## config.mk

```make
export PLATFORM = sky130hd
export DESIGN_NAME = txgate_scheduler
export DESIGN_NICKNAME = d
export VERILOG_FILES = /design/src/rtl/txgate_pkg.sv /design/src/rtl/txgate_admin_store.sv /design/src/rtl/txgate_start_ctrl.sv /design/src/rtl/txgate_walker.sv /design/src/rtl/txgate_scheduler.sv
export SDC_FILE = /design/constraint.sdc
export NUM_CORES = 2
export LEC_CHECK = 0
export BUFFER_PORTS_ARGS = -buffer_cell sky130_fd_sc_hd__buf_2
export CELL_PAD_IN_SITES_DETAIL_PLACEMENT = 2
export CELL_PAD_IN_SITES_GLOBAL_PLACEMENT = 2
export CORE_UTILIZATION = 42
export CTS_CLUSTER_DIAMETER = 80
export DETAILED_ROUTE_END_ITERATION = 10
export GPL_ROUTABILITY_DRIVEN = 0
export GPL_TIMING_DRIVEN = 0
export PLACE_DENSITY_LB_ADDON = 0.1
export SETUP_SLACK_MARGIN = 0.15
export SYNTH_ARGS = -nofsm -noshare
export SYNTH_HDL_FRONTEND = slang
export SYNTH_HIERARCHICAL = 1
export SYNTH_SLANG_ARGS = --single-unit
```

## constraint.sdc

```tcl
create_clock -name clk -period 7.2 [get_ports clk]
set_input_delay 0.72 -clock clk [delete_from_list [all_inputs] [get_ports clk]]
set_output_delay 0.72 -clock clk [all_outputs]
set_load 0.02 [all_outputs]
```

## src/rtl/txgate_pkg.sv

```systemverilog
package txgate_pkg;
  localparam logic [1:0] RS_RESET  = 2'd0;
  localparam logic [1:0] RS_ENABLE = 2'd1;

  typedef enum logic [1:0] {
    PH_IDLE  = 2'd0,
    PH_CATCH = 2'd1,
    PH_WAIT  = 2'd2
  } phase_e;
endpackage

```

## src/rtl/txgate_admin_store.sv

```systemverilog
module txgate_admin_store #(
  parameter int N_ENT = 16,
  parameter int GATES = 8,
  parameter int DUR_W = 32,
  parameter int IDX_W = 5
) (
  input  logic                             clk,
  input  logic                             rst_n,
  input  logic                             in_reset,
  input  logic                             ent_valid,
  output logic                             ent_ready,
  input  logic [IDX_W-1:0]                 ent_idx,
  input  logic [GATES-1:0]                 ent_mask,
  input  logic [DUR_W-1:0]                 ent_dur,
  output logic [N_ENT-1:0][GATES-1:0]      adm_mask,
  output logic [N_ENT-1:0][DUR_W-1:0]      adm_dur
);
  logic wr_fire;

  assign ent_ready = in_reset;
  assign wr_fire   = ent_valid && ent_ready;

  for (genvar k = 0; k < N_ENT; k++) begin : g_slot
    always_ff @(posedge clk or negedge rst_n) begin
      if (!rst_n) begin
        adm_mask[k] <= '0;
        adm_dur[k]  <= '0;
      end else if (wr_fire && (ent_idx == IDX_W'(k))) begin
        adm_mask[k] <= ent_mask;
        adm_dur[k]  <= ent_dur;
      end
    end
  end

  AST_ADMIN_FROZEN: assert property (@(posedge clk) disable iff (!rst_n)
    !in_reset |=> ($stable(adm_mask) && $stable(adm_dur)));
endmodule

```

## src/rtl/txgate_start_ctrl.sv

```systemverilog
module txgate_start_ctrl
  import txgate_pkg::*;
#(
  parameter int N_ENT  = 16,
  parameter int DUR_W  = 32,
  parameter int TIME_W = 64,
  parameter int IDX_W  = 5
) (
  input  logic              clk,
  input  logic              rst_n,
  input  logic              arm,
  input  logic              abort,
  input  logic [TIME_W-1:0] time_ns,
  input  logic [TIME_W-1:0] base_in,
  input  logic [DUR_W-1:0]  cycle_in,
  input  logic [IDX_W-1:0]  len_in,
  output logic              swap,
  output logic [TIME_W-1:0] start_t,
  output logic [DUR_W-1:0]  cycle_p,
  output logic [IDX_W-1:0]  len_p
);
  localparam logic [IDX_W-1:0] LEN_MAX = IDX_W'(N_ENT);

  phase_e            phase;
  logic [TIME_W-1:0] cycle_ext;

  assign cycle_ext = TIME_W'(cycle_p);
  assign swap      = (phase == PH_WAIT) && !abort && (time_ns >= start_t);

  always_ff @(posedge clk or negedge rst_n) begin
    if (!rst_n) begin
      phase   <= PH_IDLE;
      start_t <= '0;
      cycle_p <= '0;
      len_p   <= '0;
    end else if (abort) begin
      phase <= PH_IDLE;
    end else if (arm) begin
      phase   <= PH_CATCH;
      start_t <= base_in;
      cycle_p <= cycle_in;
      len_p   <= (len_in > LEN_MAX) ? LEN_MAX : len_in;
    end else begin
      case (phase)
        PH_CATCH: begin
          if (cycle_p == '0) begin
            phase <= PH_IDLE;
          end else if (start_t < time_ns) begin
            start_t <= start_t + cycle_ext;
          end else begin
            phase <= PH_WAIT;
          end
        end
        PH_WAIT: begin
          if (swap) phase <= PH_IDLE;
        end
        default: phase <= PH_IDLE;
      endcase
    end
  end

  AST_START_AHEAD: assert property (@(posedge clk) disable iff (!rst_n)
    $rose(phase == PH_WAIT) |-> (start_t >= $past(time_ns)));
endmodule

```

## src/rtl/txgate_walker.sv

```systemverilog
module txgate_walker #(
  parameter int N_ENT  = 16,
  parameter int GATES  = 8,
  parameter int DUR_W  = 32,
  parameter int TIME_W = 64,
  parameter int IDX_W  = 5
) (
  input  logic                        clk,
  input  logic                        rst_n,
  input  logic                        clear,
  input  logic                        halt,
  input  logic                        swap,
  input  logic [TIME_W-1:0]           time_ns,
  input  logic [TIME_W-1:0]           start_t,
  input  logic [DUR_W-1:0]            cycle_p,
  input  logic [IDX_W-1:0]            len_p,
  input  logic [N_ENT-1:0][GATES-1:0] adm_mask,
  input  logic [N_ENT-1:0][DUR_W-1:0] adm_dur,
  output logic                        running,
  output logic                        oper_updated,
  output logic [IDX_W-1:0]            cur_idx,
  output logic [GATES-1:0]            cur_mask
);
  logic [N_ENT-1:0][GATES-1:0] op_mask;
  logic [N_ENT-1:0][DUR_W-1:0] op_dur;
  logic [IDX_W-1:0]            op_len;
  logic [DUR_W-1:0]            op_cycle;
  logic [TIME_W-1:0]           cyc_end;
  logic [TIME_W-1:0]           entry_end;
  logic [IDX_W-1:0]            nxt_idx;

  function automatic logic [DUR_W-1:0] pick_dur(
      input logic [N_ENT-1:0][DUR_W-1:0] arr, input logic [IDX_W-1:0] sel);
    logic [DUR_W-1:0] r;
    r = '0;
    for (int k = 0; k < N_ENT; k++)
      if (sel == IDX_W'(k)) r = arr[k];
    return r;
  endfunction

  function automatic logic [GATES-1:0] pick_mask(
      input logic [N_ENT-1:0][GATES-1:0] arr, input logic [IDX_W-1:0] sel);
    logic [GATES-1:0] r;
    r = '0;
    for (int k = 0; k < N_ENT; k++)
      if (sel == IDX_W'(k)) r = arr[k];
    return r;
  endfunction

  assign nxt_idx  = cur_idx + IDX_W'(1);
  assign cur_mask = (cur_idx < op_len) ? pick_mask(op_mask, cur_idx) : '0;

  always_ff @(posedge clk or negedge rst_n) begin
    if (!rst_n) begin
      op_mask      <= '0;
      op_dur       <= '0;
      op_len       <= '0;
      op_cycle     <= '0;
      cyc_end      <= '0;
      entry_end    <= '0;
      cur_idx      <= '0;
      running      <= 1'b0;
      oper_updated <= 1'b0;
    end else if (clear) begin
      op_mask      <= '0;
      op_dur       <= '0;
      op_len       <= '0;
      op_cycle     <= '0;
      cur_idx      <= '0;
      running      <= 1'b0;
      oper_updated <= 1'b0;
    end else if (halt) begin
      cur_idx <= '0;
      running <= 1'b0;
    end else if (swap) begin
      op_mask      <= adm_mask;
      op_dur       <= adm_dur;
      op_len       <= len_p;
      op_cycle     <= cycle_p;
      cyc_end      <= start_t + TIME_W'(cycle_p);
      entry_end    <= start_t + TIME_W'(adm_dur[0]);
      cur_idx      <= '0;
      running      <= 1'b1;
      oper_updated <= 1'b1;
    end else if (running) begin
      if (time_ns >= cyc_end) begin
        cyc_end   <= cyc_end + TIME_W'(op_cycle);
        entry_end <= cyc_end + TIME_W'(op_dur[0]);
        cur_idx   <= '0;
      end else if ((cur_idx < op_len) && (time_ns >= entry_end)) begin
        cur_idx   <= nxt_idx;
        entry_end <= (nxt_idx < op_len) ? entry_end + TIME_W'(pick_dur(op_dur, nxt_idx))
                                        : cyc_end;
      end
    end
  end

  AST_SWAP_LOADS: assert property (@(posedge clk) disable iff (!rst_n)
    (swap && !clear && !halt) |=> (running && oper_updated && cur_idx == '0));
  AST_CLEAR_EMPTIES: assert property (@(posedge clk) disable iff (!rst_n)
    clear |=> (!oper_updated && !running && op_len == '0));
  AST_CYCLE_RESTART: assert property (@(posedge clk) disable iff (!rst_n)
    (running && !clear && !halt && !swap && time_ns >= cyc_end) |=> (cur_idx == '0));
  AST_IDX_STEP: assert property (@(posedge clk) disable iff (!rst_n)
    (running && $past(running) && cur_idx != $past(cur_idx))
      |-> (cur_idx == '0 || cur_idx == $past(cur_idx) + IDX_W'(1)));
  AST_IDX_BOUND: assert property (@(posedge clk) disable iff (!rst_n)
    running |-> (cur_idx <= op_len));
endmodule

```

## src/rtl/txgate_scheduler.sv

```systemverilog
module txgate_scheduler
  import txgate_pkg::*;
#(
  parameter int N_ENT  = 16,
  parameter int GATES  = 8,
  parameter int DUR_W  = 32,
  parameter int TIME_W = 64,
  parameter int IDX_W  = $clog2(N_ENT + 1)
) (
  input  logic              clk,
  input  logic              rst_n,
  input  logic [TIME_W-1:0] time_ns,
  input  logic [1:0]        run_state,
  input  logic [TIME_W-1:0] adm_base,
  input  logic [DUR_W-1:0]  adm_cycle,
  input  logic [IDX_W-1:0]  adm_len,
  input  logic              ent_valid,
  output logic              ent_ready,
  input  logic [IDX_W-1:0]  ent_idx,
  input  logic [GATES-1:0]  ent_mask,
  input  logic [DUR_W-1:0]  ent_dur,
  output logic [GATES-1:0]  gate_open,
  output logic              oper_updated,
  output logic [IDX_W-1:0]  cur_entry
);
  logic                        in_reset, in_enable, en_q, arm;
  logic                        swap, running;
  logic [TIME_W-1:0]           start_t;
  logic [DUR_W-1:0]            cycle_p;
  logic [IDX_W-1:0]            len_p, walk_idx;
  logic [GATES-1:0]            walk_mask;
  logic [N_ENT-1:0][GATES-1:0] adm_mask;
  logic [N_ENT-1:0][DUR_W-1:0] adm_dur;

  assign in_reset  = (run_state == RS_RESET);
  assign in_enable = (run_state == RS_ENABLE);
  assign arm       = in_enable && !en_q;

  always_ff @(posedge clk or negedge rst_n) begin
    if (!rst_n) en_q <= 1'b0;
    else        en_q <= in_enable;
  end

  txgate_admin_store #(.N_ENT(N_ENT), .GATES(GATES), .DUR_W(DUR_W), .IDX_W(IDX_W)) u_store (
    .clk(clk), .rst_n(rst_n), .in_reset(in_reset),
    .ent_valid(ent_valid), .ent_ready(ent_ready), .ent_idx(ent_idx),
    .ent_mask(ent_mask), .ent_dur(ent_dur),
    .adm_mask(adm_mask), .adm_dur(adm_dur));

  txgate_start_ctrl #(.N_ENT(N_ENT), .DUR_W(DUR_W), .TIME_W(TIME_W), .IDX_W(IDX_W)) u_start (
    .clk(clk), .rst_n(rst_n), .arm(arm), .abort(!in_enable),
    .time_ns(time_ns), .base_in(adm_base), .cycle_in(adm_cycle), .len_in(adm_len),
    .swap(swap), .start_t(start_t), .cycle_p(cycle_p), .len_p(len_p));

  txgate_walker #(.N_ENT(N_ENT), .GATES(GATES), .DUR_W(DUR_W), .TIME_W(TIME_W),
                  .IDX_W(IDX_W)) u_walk (
    .clk(clk), .rst_n(rst_n), .clear(in_reset), .halt(!in_enable), .swap(swap),
    .time_ns(time_ns), .start_t(start_t), .cycle_p(cycle_p), .len_p(len_p),
    .adm_mask(adm_mask), .adm_dur(adm_dur),
    .running(running), .oper_updated(oper_updated),
    .cur_idx(walk_idx), .cur_mask(walk_mask));

  assign gate_open = running ? walk_mask : '1;
  assign cur_entry = walk_idx;

  AST_IDLE_GATES_OPEN: assert property (@(posedge clk) disable iff (!rst_n)
    !in_enable |=> (gate_open == '1 && cur_entry == '0));
  AST_NO_WRITE_PATH: assert property (@(posedge clk) disable iff (!rst_n)
    !in_reset |-> !ent_ready);
endmodule

```

# Word level (Yosys, flattened, before mapping)
# Cells that the tools add are included.
[op_classes] addsub=6 n_reduce_logical=41 eq_ne=54 muxes=82 bitwise=1 n_lt_le_gt_ge=7
[op_table] operator="$mux W512" n=3
[op_table] operator="$mux W32" n=25
[op_table] operator="$mux W64" n=12
[op_table] operator="$mux W128" n=3
[op_table] operator="$add A64 B32 Y64" n=5
[op_table] operator="$ge A64 B64 Y1" n=3
[op_table] operator="$mux W8" n=18
[op_table] operator="$eq A5 B4 Y1 const B" n=24
[op_table] operator="$lt A64 B64 Y1" n=1
[op_table] operator="$eq A5 B3 Y1 const B" n=12
[op_table] operator="$mux W5" n=10
[op_table] operator="$logic_not A32 Y1" n=1
[op_table] operator="$eq A5 B2 Y1 const B" n=6
[op_table] operator="$logic_and A1 B1 Y1" n=21
[op_table] operator="$eq A5 B1 Y1 const B" n=3
[op_table] operator="$logic_not A5 Y1" n=3
[op_table] operator="$reduce_and A4 Y1" n=3
[op_table] operator="$reduce_bool A2 Y1" n=6
[op_table] operator="$lt A5 B5 Y1" n=2
[op_table] operator="$mux W2" n=5
[op_table] operator="$reduce_and A2 Y1" n=4
[op_table] operator="$add A5 B1 Y5 const B" n=1
[op_table] operator="$gt A5 B5 Y1 const B" n=1
[op_table] operator="$mux W1" n=5
[op_table] operator="other kinds (13)" n=14
[totals] regBits=1556 output_inout_bits=15 inputBits=215 elab_cells=267

# Logic depth before layout (Yosys ltp)
[logic_depth] ltp_word=30 ltp_mapped=30 depth_no_buf=27

# By module
# Netlist, hierarchy kept.
[by_module_without_submodules] module="txgate_walker" seq_area_each_um2=20319.5 area_each_um2=49756.5 cells_each=5244 n_inst=1
[by_module_without_submodules] module="txgate_admin_store" seq_area_each_um2=16015.4 area_each_um2=23874.1 cells_each=1415 n_inst=1
[by_module_without_submodules] module="txgate_start_ctrl" seq_area_each_um2=2577.5 area_each_um2=8983.6 cells_each=1126 n_inst=1
[by_module_without_submodules] module="txgate_scheduler" seq_area_each_um2=25.0 area_each_um2=103.8 cells_each=13 n_inst=1

# Worst setup path before layout
# Ideal clock, no wire load.
[synth_timing] kind="register to register" from="register u_walk.cur_idx[1]" to="register u_walk.entry_end[27]" path_slack_ns=0.988 synth_period_minus_slack_ns=6.212 setup_time_ns=0.122 path_stages_with_launch=28 t_required_ns=7.078 arrival_time_ns=6.091 path_buffers=5 path_cell_list="dfrtp_1 ha_1 clkbuf_1 and3_1 ha_1 clkbuf_1 and2_1 clkbuf_1 o21ai_1 clkbuf_1 clkbuf_1 o211ai_1 nand2_1 o211ai_1 a21oi_1 a211oi_1 o31ai_1 ha_1 or2_2 a31oi_1 a211o_1 nand2_1 a221o_1 a21oi_2 a2111oi_0 or4_1 a311o_1 a32o_1"
[synth_via] elab_chain_cells=30 elab_cells_between_ends=50 classes_between="2 x add/sub; 2 x order compare; 15 x eq/ne; 27 x mux; 4 x reduce/logical"
[synth_rtl] item="start: declaration" line_no="txgate_walker.sv:21" rtl="output logic [IDX_W-1:0] cur_idx,"
[synth_rtl] item="start signal: assignment" line_no="txgate_walker.sv:91" rtl="cur_idx <= nxt_idx;"
[synth_rtl] item="$add A5 B1 Y5" line_no="txgate_walker.sv:50" rtl="assign nxt_idx = cur_idx + IDX_W'(1);"
[synth_rtl] item="$logic_not A5 Y1" line_no="txgate_walker.sv:37" rtl="if (sel == IDX_W'(k)) r = arr[k];"
[synth_rtl] item="$mux W32 (16 in a row)" line_no="txgate_walker.sv:37"
[synth_rtl] item="$mux W32" line_no="txgate_walker.sv:90" rtl="end else if ((cur_idx < op_len) && (time_ns >= entry_end)) begin"
[synth_rtl] item="$mux W32" line_no="txgate_walker.sv:86" rtl="if (time_ns >= cyc_end) begin"
[synth_rtl] item="$mux W32" line_no="txgate_walker.sv:85" rtl="end else if (running) begin"
[synth_rtl] item="$mux W32" line_no="txgate_walker.sv:75" rtl="end else if (swap) begin"
[synth_rtl] item="$mux W32" line_no="txgate_walker.sv:72" rtl="end else if (halt) begin"
[synth_rtl] item="$mux W32" line_no="txgate_walker.sv:64" rtl="end else if (clear) begin"
[synth_rtl] item="$add A64 B32 Y64" line_no="txgate_walker.sv:92" rtl="entry_end <= (nxt_idx < op_len) ? entry_end + TIME_W'(pick_dur(op_dur, nxt_idx))"
[synth_rtl] item="$mux W64" line_no="txgate_walker.sv:92"
[synth_rtl] item="$mux W64" line_no="txgate_walker.sv:90"
[synth_rtl] item="$mux W64" line_no="txgate_walker.sv:86"
[synth_rtl] item="$mux W64" line_no="txgate_walker.sv:85"
[synth_rtl] item="$mux W64" line_no="txgate_walker.sv:75"
[synth_rtl] item="end signal: assignment" line_no="txgate_walker.sv:81" rtl="entry_end <= start_t + TIME_W'(adm_dur[0]);"
[synth_rtl] item="end signal: assignment" line_no="txgate_walker.sv:88" rtl="entry_end <= cyc_end + TIME_W'(op_dur[0]);"
[synth_rtl] item="end signal: assignment" line_no="txgate_walker.sv:92"
[synth_rtl] item="end: declaration" line_no="txgate_walker.sv:29" rtl="logic [TIME_W-1:0] entry_end;"
# Parallel ways exist; a longest one is shown, timed or not. The select of a mux whose other input is x is not followed.
# A chain may end at the register's enable or synchronous reset.

# Worst setup path in the final report
[layout_timing] from="register u_start.start_t[57]" to="register u_walk/op_dur[417] (netlist bit)"
[layout_via] elab_chain_cells=4
[layout_rtl] item="start: declaration" line_no="txgate_start_ctrl.sv:18" rtl="output logic [TIME_W-1:0] start_t,"
[layout_rtl] item="start signal: assignment" line_no="txgate_start_ctrl.sv:40" rtl="start_t <= base_in;"
[layout_rtl] item="start signal: assignment" line_no="txgate_start_ctrl.sv:49" rtl="start_t <= start_t + cycle_ext;"
[layout_rtl] item="$ge A64 B64 Y1" line_no="txgate_start_ctrl.sv:28" rtl="assign swap = (phase == PH_WAIT) && !abort && (time_ns >= start_t);"
[layout_rtl] item="$logic_and A1 B1 Y1" line_no="txgate_start_ctrl.sv:28"
[layout_rtl] item="named net swap" line_no="txgate_scheduler.sv:27" rtl="logic swap, running;"
[layout_rtl] item="$reduce_bool A2 Y1 (no source line)"
[layout_rtl] item="$reduce_and A2 Y1 (no source line)"
[layout_rtl] item="end signal: assignment" line_no="txgate_walker.sv:77" rtl="op_dur <= adm_dur;"
[layout_rtl] item="end: declaration" line_no="txgate_walker.sv:25" rtl="logic [N_ENT-1:0][DUR_W-1:0] op_dur;"
# The timed path passes the listed nets, and every way through them passes these cells.

==> out/metrics.cfg <==
[route]
wl_mm = 409
route.detailed.drc = 0
drtIter0Drc = 6843
drt_first_pass_iters = 5
detail-route-antenna-nets = 0
wire_per_inst_um = 37.1
vias_per_cell = 6.70
num_vias = 73900

[floorplanning]
fp-row-count = 162
core_area_um2 = 195000
die_h_um = 446
dieArea_um2 = 199000
die_x_um = 446
ios = 230
initial_core_util_pct = 42.4

[worst_hold_path]
worstHoldPathType = in -> reg
min_from = adm_cycle[22]
holdPathStages = 3
hold_path_end = u_start/cycle_p[22]

[clock_network]
root_buffer = clkbuf_16
cts_buffer_depth = 3
numClockSinks = 1556
cts_tree = built
htreeDepth = 4
clkLatencyLatePin_ps = 860
cts_buffers = 177
clk_pin_slew_worst_paths_ps = 60

[run_status]
outcome = finished, violations left
violations = capacitance limit, slew limit

[critical_path]
r2r-start = u_start/start_t[57]
rr_worst_depth = 16
r2r_slack_ps = 20
path_class = reg -> reg
cp_max_fo = 10
required_ps = 7970
start_kind = register
timing.rr.end = u_walk/op_dur[417]
worstPathArrival_ps = 7950
end_kind = register

[power]
powerDensity_nw_per_um2 = 253
seqPwrFrac_pct = 40.8
intPower_uw = 16300
switchingPower_uw = 7830
leakage_uw = 0.0445
switching_share_pct = 32.5
p_comb_share_pct = 20.4
p_clk_share_pct = 38.7
ir_worst_vdd_uv = 180

[global_route]
antenna_found_initial = 34
grt_max_degree = 171
grt_pass1_wl_mm = 580
grt_util_all_layers_pct = 40.5
grt_pass1_vias = 78800
gr-total-overflow = 0

[timing]
drv_slew = 32
min_period_ps = 7180
fin_crit_sh_pct = 99.7
rsz0062_at_grt = true
worst_pin_slew_ps = 1670
finalClockSkew_ps = 32.9
maxSlewHeadroom_pct = -11.5
setup_violations = 0
clock.fmax_ghz = 0.139
hold_violations = 0

[synthesis]
synth.top_cells.by_count = dfrtp_1, a22o_1, mux2_2
yosys_warnings = 6
synthFlopType = dfrtp_1
post-synth-top-area-cell = dfrtp_1
yosysUniqueCellTypes = 127
synthesis.area_um2 = 82700
synth-async-reset-ratio_pct = 100
syn_avg_cell_area_um2 = 10.6
postSynthCellCount = 7798
synth_top_area_share_pct = 47.1
synth_edf_count = 0
ys_seq_elements = 1556
synth.area.top_cells = dfrtp_1, mux2_2, a22o_1
yosysSeqAreaShare_pct = 47.1
synth_fp_nets = 8418
synthMostInstantiatedCell = dfrtp_1

[final_layout]
stdcell_area_um2 = 95200
area_delta_synth_final_pct = 15.0
drive_above_1_share_pct = 19.9
nNetsFinal = 8871
final_cells = 11000

[job]
maxCapViolCount = 4

[place]
place_hpwl_mm = 299
post_dp_cell_area_um2 = 87500
numPortBuffers = 227
dpl.cell_count = 10700

## metrics by stage
step / setup TNS (ps) / utilization (%) / hold WS, ps / setup WS (ps) / power [µW]
finish: 0 / 48.7 / 68.2 / 24.9 / 24100
global route: 0 / 48.7 / 65.9 / 35.1 / 24900
detailed placement: -586940 / 44.8 / 474 / -2850 / 14700
CTS: 0 / 48.5 / 17.3 / 51.7 / 24100
global placement: - / 44.6 / 465 / -30390 / 14500
floorplan: 0 / - / 424 / 988 / 12700
## flip-flops by register name, summed over array words and instances, names as in the netlist
signal / flops
u_walk/op_cycle: 32
u_walk/running: 1
u_store/adm_mask: 128
u_walk/op_dur: 512
u_walk/op_mask: 128
en_q: 1
u_walk/oper_updated: 1
u_start/cycle_p: 32
u_start/phase: 2
u_walk/op_len: 5
u_start/start_t: 64
u_start/len_p: 5
u_walk/cyc_end: 64
u_walk/cur_idx: 5
u_store/adm_dur: 512
u_walk/entry_end: 64
## critical path, stage by stage, from the launching register on
cell and delay, ps:
dfrtp_1 730, ha_1 500, nand4_1 230, nor4_4 860, nand4_1 510, a31oi_2 590
nor2_1 120, nand2_1 120, a21oi_1 70, clkbuf_2 260, clkinv_1 290, nor2_4 160
nor2_1 270, clkbuf_2 660, clkbuf_2 690, clkbuf_1 710, a22o_1 270
## how the worst max path moves through the flow
stage / from / slack [ps] / end
floorplan: u_walk/cur_idx[1] / 990 / u_walk/entry_end[27]
global placement: rst_n / -30390 / u_store/adm_dur[201]
detailed placement: u_walk/cur_idx[1] / -2850 / u_walk/entry_end[57]
CTS: u_walk/cur_idx[0] / 50 / u_walk/entry_end[57]
global route: u_walk/cur_idx[1] / 40 / u_walk/entry_end[59]
finish: u_start/start_t[57] / 20 / u_walk/op_dur[417]
## logic make-up after synthesis
logic type                 count (synthesis)  share of synthesized area, %
AOI/OAI and AO/OA                       2460                          21.7
and+or+nand+nor                         1698                          9.69
DFF                                     1556                          47.1
buffers and inverters                    773                          3.73
muxes                                    673                          9.12
adders and majority gates                405                          6.18
xor gates and xnor gates                 233                          2.47
## final cells by class
| cell class | count | area [µm²] |
|---|---|---|
| plain buffers | 496 | 2310 |
| flip-flops and latches | 1556 | 38900 |
| inverters | 277 | 1040 |
| clock buffers | 262 | 5260 |
| multi-input cells | 5469 | 41900 |
| fillers | 19700 | 100000 |
| repair buffers | 274 | 1730 |
| well taps | 2624 | 3280 |
| clock inverters | 57 | 617 |
| diodes | 14 | 35.0 |
## per-layer routing
layer	up-vias	global-route usage (%)	share of wire (%)
li1	30200	-	-
met4	22	27.1	7.5
met3	1165	9.06	8.1
met1	39200	50.6	39
met2	3415	62.6	45
met5	-	0	0.038
## cells in the final DEF, fill, tap and decap left out, types with 99 or more instances in the layout
cell type / n
a21o_1: 102
a21oi_1: 417
a22o_1: 679
buf_2: 329
clkbuf_1: 320
clkbuf_16: 183
dfrtp_1: 1554
ha_1: 388
inv_1: 274
mux2_2: 635
nand2_1: 560
nand3_1: 151
nand4_1: 104
nor2_1: 412
nor3_1: 99
o211ai_1: 110
o21ai_0: 303
xnor2_1: 136
## timing repair
item,CTS,global route
gates resized for setup,305,91
hold endpoints to repair,96,0
hold buffers,1,0
setup endpoints to repair,776,579
pin swaps,38,34
buffers inserted,16,14
## power groups by stage
stage | Clock (µW) | Sequential [µW] | Combinational (µW)
2_1_floorplan | 0 | 9610 | 3130
3_3_place_gp | 0 | 9970 | 4490
3_5_place_dp | 0 | 9990 | 4750
4_1_cts | 9420 | 9840 | 4820
5_1_grt | 9710 | 9870 | 5290
6_report | 9340 | 9850 | 4930
Note: power is estimated with default switching activity, not from simulation.
